--- config.mk ---
export PLATFORM = sky130hd
export DESIGN_NAME = xip_rcache
export DESIGN_NICKNAME = d
export VERILOG_FILES = /design/src/rtl/xip_rcache_pkg.sv /design/src/rtl/xip_rcache_tags.sv /design/src/rtl/xip_rcache_bytes.sv /design/src/rtl/xip_rcache_ctrl.sv /design/src/rtl/xip_rcache.sv
export SDC_FILE = /design/constraint.sdc
export NUM_CORES = 1
export LEC_CHECK = 0
export BUFFER_PORTS_ARGS = -buffer_cell sky130_fd_sc_hd__buf_2
export CORE_MARGIN = 2
export CORE_UTILIZATION = 60
export CTS_CLUSTER_SIZE = 12
export DETAILED_ROUTE_END_ITERATION = 8
export GPL_TIMING_DRIVEN = 0
export PLACE_DENSITY = 0.87
export SETUP_SLACK_MARGIN = 0.5
export SYNTH_ARGS = -nofsm -noshare
export SYNTH_HDL_FRONTEND = slang
export SYNTH_SLANG_ARGS = --single-unit
--- constraint.sdc ---
create_clock -name clk -period 4.64 [get_ports clk]
set_input_delay 0.232 -clock clk [delete_from_list [all_inputs] [get_ports clk]]
set_output_delay 0.232 -clock clk [all_outputs]
set_load 0.1 [all_outputs]
--- src/rtl/xip_rcache_pkg.sv ---
package xip_rcache_pkg;
  typedef enum logic [1:0] {
    ST_IDLE = 2'd0,
    ST_CMD  = 2'd1,
    ST_FILL = 2'd2,
    ST_RESP = 2'd3
  } ctrl_state_e;
endpackage

--- src/rtl/xip_rcache_tags.sv ---
module xip_rcache_tags #(
  parameter int NUM_LINES = 4,
  parameter int TAG_W     = 16,
  localparam int IDX_W    = $clog2(NUM_LINES)
) (
  input  logic             clk,
  input  logic             rst_n,
  input  logic             clr_all_i,
  input  logic             set_i,
  input  logic [IDX_W-1:0] set_idx_i,
  input  logic [TAG_W-1:0] set_tag_i,
  input  logic [IDX_W-1:0] look_idx_i,
  input  logic [TAG_W-1:0] look_tag_i,
  output logic             hit_o,
  output logic [NUM_LINES-1:0] valid_o
);
  logic [NUM_LINES-1:0] valid_q, valid_d;
  logic [TAG_W-1:0]     tag_q [NUM_LINES];

  genvar g;
  generate
    for (g = 0; g < NUM_LINES; g++) begin : g_line
      always_comb begin
        valid_d[g] = valid_q[g];
        if (set_i && set_idx_i == IDX_W'(g)) valid_d[g] = 1'b1;
        if (clr_all_i) valid_d[g] = 1'b0;
      end
      always_ff @(posedge clk) begin
        if (set_i && set_idx_i == IDX_W'(g)) tag_q[g] <= set_tag_i;
      end
    end
  endgenerate

  always_ff @(posedge clk or negedge rst_n) begin
    if (!rst_n) valid_q <= '0;
    else        valid_q <= valid_d;
  end

  assign hit_o   = valid_q[look_idx_i] && (tag_q[look_idx_i] == look_tag_i);
  assign valid_o = valid_q;
endmodule

--- src/rtl/xip_rcache_bytes.sv ---
module xip_rcache_bytes #(
  parameter int NUM_LINES = 4,
  parameter int BLK_BYTES = 8,
  localparam int IDX_W    = $clog2(NUM_LINES),
  localparam int OFF_W    = $clog2(BLK_BYTES),
  localparam int DEPTH    = NUM_LINES * BLK_BYTES
) (
  input  logic             clk,
  input  logic             we_i,
  input  logic [IDX_W-1:0] w_idx_i,
  input  logic [OFF_W-1:0] w_off_i,
  input  logic [7:0]       w_byte_i,
  input  logic [IDX_W-1:0] r_idx_i,
  input  logic [OFF_W-1:0] r_off_i,
  output logic [31:0]      r_word_o
);
  logic [7:0] mem_q [DEPTH];
  logic [OFF_W-1:0] base_off;

  always_ff @(posedge clk) begin
    if (we_i) mem_q[{w_idx_i, w_off_i}] <= w_byte_i;
  end

  assign base_off = r_off_i & ~OFF_W'(3);

  genvar b;
  generate
    for (b = 0; b < 4; b++) begin : g_lane
      assign r_word_o[8*b +: 8] = mem_q[{r_idx_i, base_off + OFF_W'(b)}];
    end
  endgenerate
endmodule

--- src/rtl/xip_rcache_ctrl.sv ---
module xip_rcache_ctrl
  import xip_rcache_pkg::*;
#(
  parameter int ADDR_W    = 24,
  parameter int BLK_BYTES = 8,
  localparam int OFF_W    = $clog2(BLK_BYTES)
) (
  input  logic              clk,
  input  logic              rst_n,
  input  logic              en_i,
  input  logic              inv_i,
  input  logic              req_valid_i,
  input  logic [ADDR_W-1:0] req_addr_i,
  output logic              req_ready_o,
  output logic [ADDR_W-1:0] look_addr_o,
  input  logic              hit_i,
  input  logic [31:0]       word_i,
  output logic              rsp_valid_o,
  output logic [31:0]       rsp_data_o,
  output logic              rsp_err_o,
  output logic              fl_cmd_valid_o,
  output logic [ADDR_W-1:0] fl_cmd_addr_o,
  input  logic              fl_cmd_ready_i,
  input  logic              fl_byte_valid_i,
  output logic              wr_en_o,
  output logic [OFF_W-1:0]  wr_off_o,
  output logic              set_valid_o,
  output logic [ADDR_W-1:0] fill_addr_o
);
  ctrl_state_e       state_q, state_d;
  logic [ADDR_W-1:0] addr_q, addr_d;
  logic [OFF_W-1:0]  cnt_q, cnt_d;
  logic              kill_q, kill_d;
  logic              rv_q, rv_d, re_q, re_d;
  logic [31:0]       rd_q, rd_d;
  logic              last_byte;

  assign last_byte = (state_q == ST_FILL) && fl_byte_valid_i && (cnt_q == OFF_W'(BLK_BYTES - 1));

  always_comb begin
    state_d = state_q;
    addr_d  = addr_q;
    cnt_d   = cnt_q;
    kill_d  = kill_q;
    rv_d    = 1'b0;
    re_d    = 1'b0;
    rd_d    = rd_q;
    case (state_q)
      ST_IDLE: begin
        if (req_valid_i) begin
          if (!en_i) begin
            rv_d = 1'b1;
            re_d = 1'b1;
            rd_d = '0;
          end else if (hit_i && !inv_i) begin
            rv_d = 1'b1;
            rd_d = word_i;
          end else begin
            state_d = ST_CMD;
            addr_d  = req_addr_i;
            kill_d  = 1'b0;
          end
        end
      end
      ST_CMD: begin
        kill_d = kill_q | inv_i;
        if (fl_cmd_ready_i) begin
          state_d = ST_FILL;
          cnt_d   = '0;
        end
      end
      ST_FILL: begin
        kill_d = kill_q | inv_i;
        if (fl_byte_valid_i) begin
          cnt_d = cnt_q + OFF_W'(1);
          if (last_byte) state_d = ST_RESP;
        end
      end
      default: begin
        rv_d    = 1'b1;
        rd_d    = word_i;
        state_d = ST_IDLE;
      end
    endcase
  end

  always_ff @(posedge clk or negedge rst_n) begin
    if (!rst_n) begin
      state_q <= ST_IDLE;
      addr_q  <= '0;
      cnt_q   <= '0;
      kill_q  <= 1'b0;
      rv_q    <= 1'b0;
      re_q    <= 1'b0;
      rd_q    <= '0;
    end else begin
      state_q <= state_d;
      addr_q  <= addr_d;
      cnt_q   <= cnt_d;
      kill_q  <= kill_d;
      rv_q    <= rv_d;
      re_q    <= re_d;
      rd_q    <= rd_d;
    end
  end

  assign req_ready_o    = (state_q == ST_IDLE);
  assign look_addr_o    = (state_q == ST_IDLE) ? req_addr_i : addr_q;
  assign rsp_valid_o    = rv_q;
  assign rsp_err_o      = re_q;
  assign rsp_data_o     = rd_q;
  assign fl_cmd_valid_o = (state_q == ST_CMD);
  assign fl_cmd_addr_o  = {addr_q[ADDR_W-1:OFF_W], {OFF_W{1'b0}}};
  assign wr_en_o        = (state_q == ST_FILL) && fl_byte_valid_i;
  assign wr_off_o       = cnt_q;
  assign set_valid_o    = last_byte && !kill_q && !inv_i;
  assign fill_addr_o    = addr_q;
endmodule

--- src/rtl/xip_rcache.sv ---
module xip_rcache #(
  parameter int ADDR_W    = 24,
  parameter int BLK_BYTES = 8,
  parameter int NUM_LINES = 4,
  localparam int OFF_W    = $clog2(BLK_BYTES),
  localparam int IDX_W    = $clog2(NUM_LINES),
  localparam int TAG_W    = ADDR_W - OFF_W - IDX_W
) (
  input  logic              clk,
  input  logic              rst_n,
  input  logic              en_i,
  input  logic              xip_en_i,
  input  logic              fence_i,
  input  logic              req_valid_i,
  input  logic [ADDR_W-1:0] req_addr_i,
  output logic              req_ready_o,
  output logic              rsp_valid_o,
  output logic [31:0]       rsp_data_o,
  output logic              rsp_err_o,
  output logic              fl_cmd_valid_o,
  output logic [ADDR_W-1:0] fl_cmd_addr_o,
  input  logic              fl_cmd_ready_i,
  input  logic              fl_byte_valid_i,
  input  logic [7:0]        fl_byte_i
);
  logic              inv_all;
  logic [ADDR_W-1:0] look_addr, fill_addr;
  logic              hit, wr_en, set_valid;
  logic [OFF_W-1:0]  wr_off;
  logic [31:0]       word;
  logic [NUM_LINES-1:0] line_valid;

  assign inv_all = !en_i || !xip_en_i || fence_i;

  xip_rcache_ctrl #(.ADDR_W(ADDR_W), .BLK_BYTES(BLK_BYTES)) u_ctrl (
    .clk(clk), .rst_n(rst_n), .en_i(en_i), .inv_i(inv_all),
    .req_valid_i(req_valid_i), .req_addr_i(req_addr_i), .req_ready_o(req_ready_o),
    .look_addr_o(look_addr), .hit_i(hit), .word_i(word),
    .rsp_valid_o(rsp_valid_o), .rsp_data_o(rsp_data_o), .rsp_err_o(rsp_err_o),
    .fl_cmd_valid_o(fl_cmd_valid_o), .fl_cmd_addr_o(fl_cmd_addr_o),
    .fl_cmd_ready_i(fl_cmd_ready_i), .fl_byte_valid_i(fl_byte_valid_i),
    .wr_en_o(wr_en), .wr_off_o(wr_off), .set_valid_o(set_valid), .fill_addr_o(fill_addr)
  );

  xip_rcache_tags #(.NUM_LINES(NUM_LINES), .TAG_W(TAG_W)) u_tags (
    .clk(clk), .rst_n(rst_n), .clr_all_i(inv_all), .set_i(set_valid),
    .set_idx_i(fill_addr[OFF_W +: IDX_W]), .set_tag_i(fill_addr[ADDR_W-1 -: TAG_W]),
    .look_idx_i(look_addr[OFF_W +: IDX_W]), .look_tag_i(look_addr[ADDR_W-1 -: TAG_W]),
    .hit_o(hit), .valid_o(line_valid)
  );

  xip_rcache_bytes #(.NUM_LINES(NUM_LINES), .BLK_BYTES(BLK_BYTES)) u_bytes (
    .clk(clk), .we_i(wr_en), .w_idx_i(fill_addr[OFF_W +: IDX_W]), .w_off_i(wr_off),
    .w_byte_i(fl_byte_i), .r_idx_i(look_addr[OFF_W +: IDX_W]),
    .r_off_i(look_addr[OFF_W-1:0]), .r_word_o(word)
  );
endmodule

Yosys cells after proc, flatten, opt, wreduce, memory -nomap -nowiden
Memories as Yosys holds them, arrays and structs flattened. Cells that the tools add are included.

Flip-flop bits (word level): 68. RAM bits: 332. Input bits: 40. Word-level logic and storage cells: 123. Memories kept: 2.

Add/sub/neg operators: 4. Magnitude comparators: 1. Equality and inequality tests: 14. Multiplexer cells: 55. Bitwise logic cells: 3. Reduce and logical (&&, ||, !) cells: 33.

Memory list: u_bytes.mem_q (words 32, bits a word 8, rd ports 4, clocked after Yosys merged registers in 0, wr ports 1, RTL line xip_rcache_bytes.sv:17) `logic [7:0] mem_q [DEPTH];`; u_tags.tag_q (words 4, bits a word 19, rd ports 1, clocked after Yosys merged registers in 0, wr ports 1, RTL line xip_rcache_tags.sv:18) `logic [TAG_W-1:0] tag_q [NUM_LINES];`.

Operators by type and width (count): $mux 32 (3); $pmux 32 s2 (1); $mux 19 (3); $reduce_or 19->1 (3); $mux 1 (31); $mux 24 (1); $eq 19x19->1 (1); $mux 2 (9); $reduce_bool 2->1 (6); $logic_and 1x1->1 (10); $ne 2x2->1 const B (4); $reduce_and 4->1 (2); $add 3x1->3 const B (2); $add 3x2->3 const B (2); $eq 2x2->1 const B (3); $mux 3 (2); $pmux 2 s3 (1); $pmux 3 s2 (1); $reduce_and 3->1 (2); $reduce_and 6->1 (1); $eq 2x1->1 const B (2); $logic_not 1->1 (4); $logic_not 2->1 (2); $ne 2x1->1 const B (2); 9 further kinds (12).

Depth between registers and ports, before layout
Gate-level depths: netlist (run 1).

Word-level depth: 12. Gate-level depth with buffers: 15.

Hierarchy
Synthesis (run 1) repeated with hierarchy kept, for this count alone.

Cells, all modules: 876. Area, all modules: 16522.1 sq um.

Modules (own cells, without submodules): xip_rcache_bytes (instances 1, cells an instance 415, area an instance 9979.6 sq um, sequential area each 7687.4 sq um); xip_rcache_tags (instances 1, cells an instance 167, area an instance 3274.4 sq um, sequential area each 2382.3 sq um); xip_rcache_ctrl (instances 1, cells an instance 293, area an instance 3260.6 sq um, sequential area each 1601.5 sq um); xip_rcache (instances 1, cells an instance 1, area an instance 7.5 sq um, sequential area each 0.0 sq um).

Least setup slack after synthesis (run 1)
Ideal clock, no wire load.

Path kind: register to register. Start: register u_ctrl.state_q[1]. End: register u_ctrl.rd_q[0] (netlist: u_ctrl.rsp_data_o[0]). Setup time: 123 ps. Arrival: 4056 ps. Required time: 4517 ps. Path slack: 461 ps. Stages on the path, launching flop included: 15. Buffers on the path: 3. Cell sequence: dfrtp_1 > inv_1 > ha_1 > buf_6 > mux2i_4 > buf_8 > mux2i_1 > o22ai_1 > o21ai_0 > nand4_1 > a2111oi_4 > nand4b_4 > a311o_2 > buf_6 > a32o_1.

Cells in the longest elaborated chain, start to end: 8. Elaborated cells on any way between the ends: 20. Classes of those cells: eq/ne: 5; mux: 7; bitwise: 1; reduce/logical: 5; memory: 2.

RTL lines: from (decl) (RTL line xip_rcache_ctrl.sv:30) `ctrl_state_e state_q, state_d;`; from (signal assigned) (RTL line xip_rcache_ctrl.sv:97) `state_q <= state_d;`; $logic_not 2->1 *; net req_ready_o (RTL line xip_rcache.sv:16) `output logic req_ready_o,`; parallel branches: the longest is 7 deep, another holds $mem_v2 32x8; to (signal assigned) (RTL line xip_rcache_ctrl.sv:103) `rd_q <= rd_d;`; to (decl) (RTL line xip_rcache_ctrl.sv:35) `logic [31:0] rd_q, rd_d;`.

Mark *: on every way through the listed nets, which the timed path passes. The select of a mux whose other input is x is not followed. A chain may end at the register's enable or synchronous reset.

Final worst setup path (run 1)
Start: register u_ctrl.state_q[0]. End: register u_ctrl.rd_q[27] (netlist: u_ctrl.rsp_data_o[27]).

Cells in the longest elaborated chain, start to end: 8. Elaborated cells on any way between the ends: 21. Classes of those cells: add/sub: 1; eq/ne: 5; mux: 7; bitwise: 1; reduce/logical: 5; memory: 2.

RTL lines: $logic_not 2->1 (RTL line xip_rcache_ctrl.sv:48, xip_rcache_ctrl.sv:108); $mux 24 (RTL line xip_rcache_ctrl.sv:108) `assign look_addr_o = (state_q == ST_IDLE) ? req_addr_i : addr_q;`; $add 3x2->3 (tied with other cells) (RTL line xip_rcache_bytes.sv:29) `assign r_word_o[8*b +: 8] = mem_q[{r_idx_i, base_off + OFF_W'(b)}];`; $mem_v2 32x8 (tied with other cells); $mux 32 or $logic_and 1x1->1 (tied branches) (RTL line xip_rcache_ctrl.sv:55, xip_rcache_tags.sv:39); $mux 32 or $logic_and 1x1->1 (tied branches) (RTL line xip_rcache_ctrl.sv:51, xip_rcache_ctrl.sv:55); $mux 32 or $ne 3x2->1 (tied branches); $pmux 32 s2 or $reduce_and 3->1 (tied branches).

Parallel ways exist; a longest one is shown, timed or not. The select of a mux whose other input is x is not followed.

==> out/results.ini, run 1 <==
[worst_setup_path]
worstPathRequired_ns=5.07
timing.rr.start=u_ctrl.state_q[0]
r2r-end=u_ctrl.rsp_data_o[27]
ff2ff_path_depth=12
ff2ff_setup_slack_ns=0.60
cp-start-kind=flip-flop
arrival_ns=4.46
worstSetupPathType=reg2reg
critPathMaxFanout=10
endpoint_kind=flip-flop

[timing]
hold_viol=0
tightest_slew_ns=0.964
fin_setup_tns_ns=0
relSlewSlack=0.355
grt_setup_unrepaired=no
finalSetupViolations=0
finalMaxSlewViolations=0
fmaxAchievable_mhz=248
fin_crit_sh=0.870
finalCriticalPeriod_ns=4.04
skew_ns=0.0246

[grt]
grt.total_usage=0.298
grt_first_pass_wirelength_um=66000
grt_max_degree=58
grt_antenna_before_repair=0
grt_pass1_vias=11900
gr-total-overflow=0

[drt]
wire_per_inst_um=22.6
drtIter0Drc=1785
avgViaCountPerCell=6.31
firstDrtPassIters=7
ant_nets=0
drc=0
vias=12200
wl_um=43900

[placed_design]
dp_cells=1837
dp_hpwl_um=27500
io_buffers=93
gp_congestion=0.907

[synthesis]
yosysTopAreaCell=edfxtp_1
avgSynthCellArea_um2=12.5
synth_most_common_cell=edfxtp_1
synth_edf_count=332
synth_top_cell_area_share=0.589
ys_seq_area_frac=0.687
async_reset_ff_frac=0.166
synthFlopType=edfxtp_1
synth.top_cells.by_count=edfxtp_1 (332), nand2_1 (331), nand3_1 (178)
ys_ff_latch=398
ys_top_cells_by_area=edfxtp_1 (59%), dfrtp_1 (9.8%), nand2_1 (7.3%)
synthCells=1356
syn_area_um2=16900
yosysWarnings=0
ys_types=62

[die]
die_w_um=172
die_h_um=172
initial_core_util=0.609
placeableCoreArea_um2=27800
io_pins=100
die-area_um2=29600
rows=61

[pwr]
max-vdd-ir-drop_uv=668
power.total_mw=14.6
powerDensity_nw_per_um2=749
p_leak_nw=7.37

[clocking]
clk_path_buf_depth=3
insertion_delay_ns=0.54
cts.clk_slew.worst_paths_ns=0.06
cts_root_buf=clkbuf_16
cts.htree.levels=2
clock_sinks=398
numCtsBuffers=41
cts_tree=built

[run]
cap_violations=0

[layout]
multi_input_area_um2=4770
antennaDiodeCount=0
final_net_count=1578
drive_above_1_share=0.161
regArea_um2=11600
fin_cells=1940
syn2layout_area_growth_pct=15.5
nFillCells=1761

[hold_path]
hold_path.class=in2async

[status]
status=completed

## per-layer routing
metal  vias to the layer above  track usage  part of all wire
met5                         -            0                 0
met4                         0        0.131             0.041
met3                       178       0.0549              0.11
met2                       944        0.493              0.48
met1                      5836        0.390              0.36
li1                       5275            -                 -
## final cells by class
| type | count | share of cell area |
|---|---|---|
| clock buffer | 69 | 0.0605 |
| multi-input combinational | 848 | 0.244 |
| sequential | 398 | 0.595 |
| clock inverter | 7 | 0.00333 |
| tap | 378 | 0.0242 |
| timing repair buffer | 128 | 0.0429 |
| buffer | 104 | 0.0289 |
| inverter | 8 | 0.00154 |
## worst max-delay path: stages (launching register included)
cell and delay, ns:
dfrtp_1 0.39, inv_1 0.10, ha_2 0.20, buf_6 0.15, nand2b_1 0.27, o22ai_1 0.51
a211oi_1 0.15, or4_1 0.64, a2111oi_4 0.28, nand4b_4 0.24, a311o_2 0.56, buf_6 0.19
a32o_1 0.22
## power breakdown
part	switching (mW)	total [mW]	internal [mW]
logic	5.06	6.99	1.93
clock network	1.33	3.08	1.75
registers	0.296	4.57	4.28
## metrics by stage
stage          utilization  cell area, µm²  worst slack (ns)  hold slack [ns]
2_1_floorplan            -           16900             0.772          -0.0636
3_3_place_gp         0.643           17900            0.0892            0.458
3_5_place_dp         0.648           18000             0.463           0.0907
4_1_cts              0.701           19500             0.507          0.00870
5_1_grt              0.704           19500             0.518           0.0841
6_report             0.704           19500             0.603           0.0842
## cells by family after synthesis
group | Yosys count | share of synthesized area
multiplexers | 73 | 0.0467
AO/OA/AOI/OAI | 150 | 0.0656
AND/OR/NAND/NOR | 607 | 0.157
XOR/XNOR | 6 | 0.00310
buffers and inverters | 112 | 0.0343
flip-flops | 398 | 0.687
other | 1 | 0.000222
adder cells (fa/ha/maj) | 9 | 0.00665
## cell usage in the layout (no fill, tap or decap), types with 29 or more instances in the layout
cell | Yosys | routed
a32o_1 | 34 | 34
buf_2 | 10 | 100
buf_4 | 24 | 29
clkbuf_1 | 52 | 75
clkbuf_16 | 0 | 42
dfrtp_1 | 66 | 66
edfxtp_1 | 332 | 332
mux2_2 | 37 | 37
mux2i_1 | 34 | 32
nand2_1 | 331 | 331
nand3_1 | 178 | 178
nor2_1 | 46 | 45
o21ai_0 | 46 | 46
## registers in the layout, summed over array words and instances, names as in the netlist
name,flops
u_ctrl.kill_q,1
u_ctrl.rsp_valid_o,1
u_ctrl.rsp_err_o,1
u_tags.tag_q,76
u_tags.valid_o,4
u_ctrl.wr_off_o,3
u_ctrl.rsp_data_o,32
u_ctrl.fill_addr_o,22
u_ctrl.state_q,2
u_bytes.mem_q,256
## how the worst max path moves through the flow
stage,depth (start not counted),end,slack (ns),from
floorplan,14,u_ctrl.rsp_data_o[0],0.77,u_ctrl.state_q[1]
global placement,5,u_tags.tag_q[2][3],0.09,u_ctrl.state_q[0]
detailed placement,12,u_ctrl.rsp_data_o[15],0.46,u_ctrl.state_q[1]
CTS,12,u_ctrl.fill_addr_o[10],0.51,u_ctrl.state_q[1]
global route,12,u_ctrl.rsp_data_o[22],0.52,u_ctrl.state_q[0]
finish,12,u_ctrl.rsp_data_o[27],0.60,u_ctrl.state_q[0]
## timing repair
| action | in CTS | in global routing |
|---|---|---|
| buffers inserted | 0 | 4 |
| hold buffers | 22 | 1 |
| pin swaps | 0 | 0 |
| setup endpoints to repair | 20 | 51 |
| hold endpoints to repair | 86 | 1 |
| resized for setup | 2 | 11 |
No activity file was read; power rests on OpenSTA's default activity.
==> inputs of run 2 (changes only) <==
Settings changed: REMOVE_ABC_BUFFERS set to 1.
==> out/results.ini, run 2 (same netlist as run 1, synthesis figures left out) <==
[layout]
largest_reg_flops=256  ; unchanged
regArea_um2=11600  ; unchanged
fin_cells=1854  ; was 1940
nFillCells=1776  ; was 1761
drive_above_1_share=0.159  ; was 0.161
regMostFlops=u_bytes.mem_q  ; unchanged
final_net_count=1494  ; was 1578
multi_input_area_um2=4860  ; was 4770 µm²
finish.utilization=0.701  ; was 0.704
final_cell_mix=edfxtp_1 (332), nand2_1 (330), nand3_1 (177)  ; was edfxtp_1 (332), nand2_1 (331), nand3_1 (178)
syn2layout_area_growth_pct=15.1  ; was 15.5%
layout_commonest_cell=edfxtp_1  ; unchanged

[placed_design]
dp_cells=1747  ; was 1837
gp_congestion=0.893  ; was 0.907
io_buffers=94  ; was 93
dp_hpwl_um=24000  ; was 27500 µm

[grt]
grt_antenna_before_repair=2  ; was 0
grt_max_degree=91  ; was 58
grt_pass1_vias=11700  ; was 11900
grt_first_pass_wirelength_um=63800  ; was 66000 µm
gr-total-overflow=0  ; unchanged
grt.total_usage=0.287  ; was 0.298

[timing]
finalCriticalPeriod_ns=4.12  ; was 4.04 ns
finalMaxSlewViolations=0  ; unchanged
skew_ns=0.0298  ; was 0.0246 ns
fin_crit_sh=0.887  ; was 0.870
relSlewSlack=0.272  ; was 0.355
fin_setup_tns_ns=0  ; unchanged
grt_setup_unrepaired=no  ; unchanged
hold_viol=0  ; unchanged
finalSetupViolations=0  ; unchanged
tightest_slew_ns=1.09  ; was 0.964 ns
fmaxAchievable_mhz=243  ; was 248 MHz

[worst_setup_path]
arrival_ns=4.54  ; was 4.46 ns
ff2ff_setup_slack_ns=0.52  ; was 0.60 ns
cp-start-kind=flip-flop  ; unchanged
critPathTopFamily=compound AO/OA/AOI/OAI gates  ; unchanged
timing.rr.start=u_ctrl.state_q[1]  ; was u_ctrl.state_q[0]
endpoint_kind=flip-flop  ; unchanged
cpPeakStageDelay_ns=0.72  ; was 0.64 ns
worstPathRequired_ns=5.06  ; was 5.07 ns
ff2ff_path_depth=12  ; unchanged
crit_chain=inv_1 -> ha_4 -> buf_4 -> mux2i_4 -> a21oi_1 -> o21ai_0 -> nor4b_1 -> nand4_1 -> nand4b_4 -> a311o_2 -> buf_12 -> a32o_1  ; was inv_1 -> ha_2 -> buf_6 -> nand2b_1 -> o22ai_1 -> a211oi_1 -> or4_1 -> a2111oi_4 -> nand4b_4 -> a311o_2 -> buf_6 -> a32o_1
r2r-end=u_ctrl.rsp_data_o[21]  ; was u_ctrl.rsp_data_o[27]
worstSetupPathType=reg2reg  ; unchanged
crit_slowest_cell=mux2i_4  ; was or4_1
critPathBufInv=3  ; unchanged
critPathMaxFanout=20  ; was 10

[die]
die-area_um2=29600  ; unchanged
io_pins=100  ; unchanged
placeableCoreArea_um2=27800  ; unchanged
initial_core_util=0.609  ; unchanged
die_h_um=172  ; unchanged
die_w_um=172  ; unchanged
rows=61  ; unchanged

[pwr]
p_sw_frac=0.445  ; was 0.457
switchingPower_mw=6.54  ; was 6.69 mW
p_seq_frac=0.312  ; about the same
power.share.clock=0.211  ; was 0.210
powerDensity_nw_per_um2=754  ; was 749 nW/µm²
combPwrFrac=0.477  ; was 0.478
intPower_mw=8.16  ; was 7.96 mW
p_leak_nw=7.30  ; was 7.37 nW
max-vdd-ir-drop_uv=913  ; was 668 µV

[hold_path]
min_delay_worst_endpoint=u_ctrl.rsp_err_o
hold_path.class=in2reg  ; was in2async
hold_start=req_valid_i
min_path_cells=2

[run]
cap_violations=0  ; unchanged

[drt]
wl_met3_um=3960  ; was 5000 µm
top_layer_used=met4  ; unchanged
m1WireLength_um=15000  ; was 15800 µm
avgViaCountPerCell=6.36  ; was 6.31
drtIter0Drc=1661  ; was 1785
wire_per_inst_um=22.6  ; about the same
ant_nets=0  ; unchanged
wl_met2_um=21200  ; was 21300 µm
firstDrtPassIters=6  ; was 7
wl_um=41900  ; was 43900 µm
vias=11800  ; was 12200
drc=0  ; unchanged

[clocking]
numCtsBuffers=40  ; was 41
clock_sinks=398  ; unchanged
clk_path_buf_depth=3  ; unchanged
cts.htree.levels=2  ; unchanged
cts.clk_slew.worst_paths_ns=0.06  ; about the same
insertion_delay_ns=0.55  ; was 0.54 ns
cts_tree=built  ; unchanged
cts_root_buf=clkbuf_16  ; unchanged

[status]
status=completed  ; unchanged

run 2: cell types whose count changed in the layout (fill, tap and decap cells not counted), sizes merged:
cell,previous run,this run
buf,152,126
dlygate4sd3,23,21
diode,0,1
inv,10,8
clkbuf,126,70
bufinv,0,1
clkinv,5,2
a311o,3,4
run 2: worst register-to-register path: stages, from the launching register on:
cell,delay (ns)
dfrtp_1,0.40
inv_1,0.19
ha_4,0.19
buf_4,0.19
mux2i_4,0.72
a21oi_1,0.16
o21ai_0,0.42
nor4b_1,0.36
nand4_1,0.15
nand4b_4,0.34
a311o_2,0.51
buf_12,0.18
a32o_1,0.21
run 2: timing repair:
item	in CTS	in global routing
cloned	1	1
resized for setup	6	6
hold buffers	21	0
buffers inserted	7	4
endpoints found under the hold margin	53	0
setup endpoints to repair	58	54
pin swaps	3	0
run 2: metrics by stage:
stage	hold WS, ns	cell area [µm²]	setup WS (ns)	power (mW)
after floorplan	-0.0636	16400	-3.37	9.37
after global placement	0.459	17300	-7.35	10.5
after detailed placement	0.185	17800	-0.700	11.2
after CTS	0.00253	19400	0.604	14.5
after global routing	0.00502	19500	0.434	15.3
final	0.0167	19500	0.523	14.7
run 2: area by class of cell:
type,instances,area share
flip-flops and latches,398,0.596
clock inverters,3,0.00392
repair buffers,148,0.0644
diodes,1,0.000128
clock buffers,69,0.0601
well taps,378,0.0243
multi-input cells,849,0.249
inverters,8,0.00154
run 2: worst max-delay path by stage:
stage,cells after the start,to,startpoint
2_1_floorplan,8,u_ctrl.rsp_data_o[0],u_ctrl.state_q[1]
3_3_place_gp,9,u_ctrl.fill_addr_o[22],u_ctrl.state_q[1]
3_5_place_dp,13,u_ctrl.fill_addr_o[7],u_ctrl.state_q[1]
4_1_cts,14,u_ctrl.rsp_data_o[21],u_ctrl.state_q[1]
5_1_grt,14,u_ctrl.rsp_data_o[21],u_ctrl.state_q[1]
6_report,12,u_ctrl.rsp_data_o[21],u_ctrl.state_q[1]
run 2: layer usage:
metal  up-vias  global-route usage
li1       5106                   -
met5         -                   0
met4         0               0.127
met3       154              0.0499
met2       811               0.498
met1      5712               0.356
run 2: power groups by stage:
stage	clock network, mW	logic, mW	registers [mW]
floorplan	0	3.27	6.10
global placement	0	5.92	4.61
detailed placement	0	6.56	4.65
CTS	3.10	6.85	4.58
global route	3.26	7.39	4.63
finish	3.10	7.00	4.59
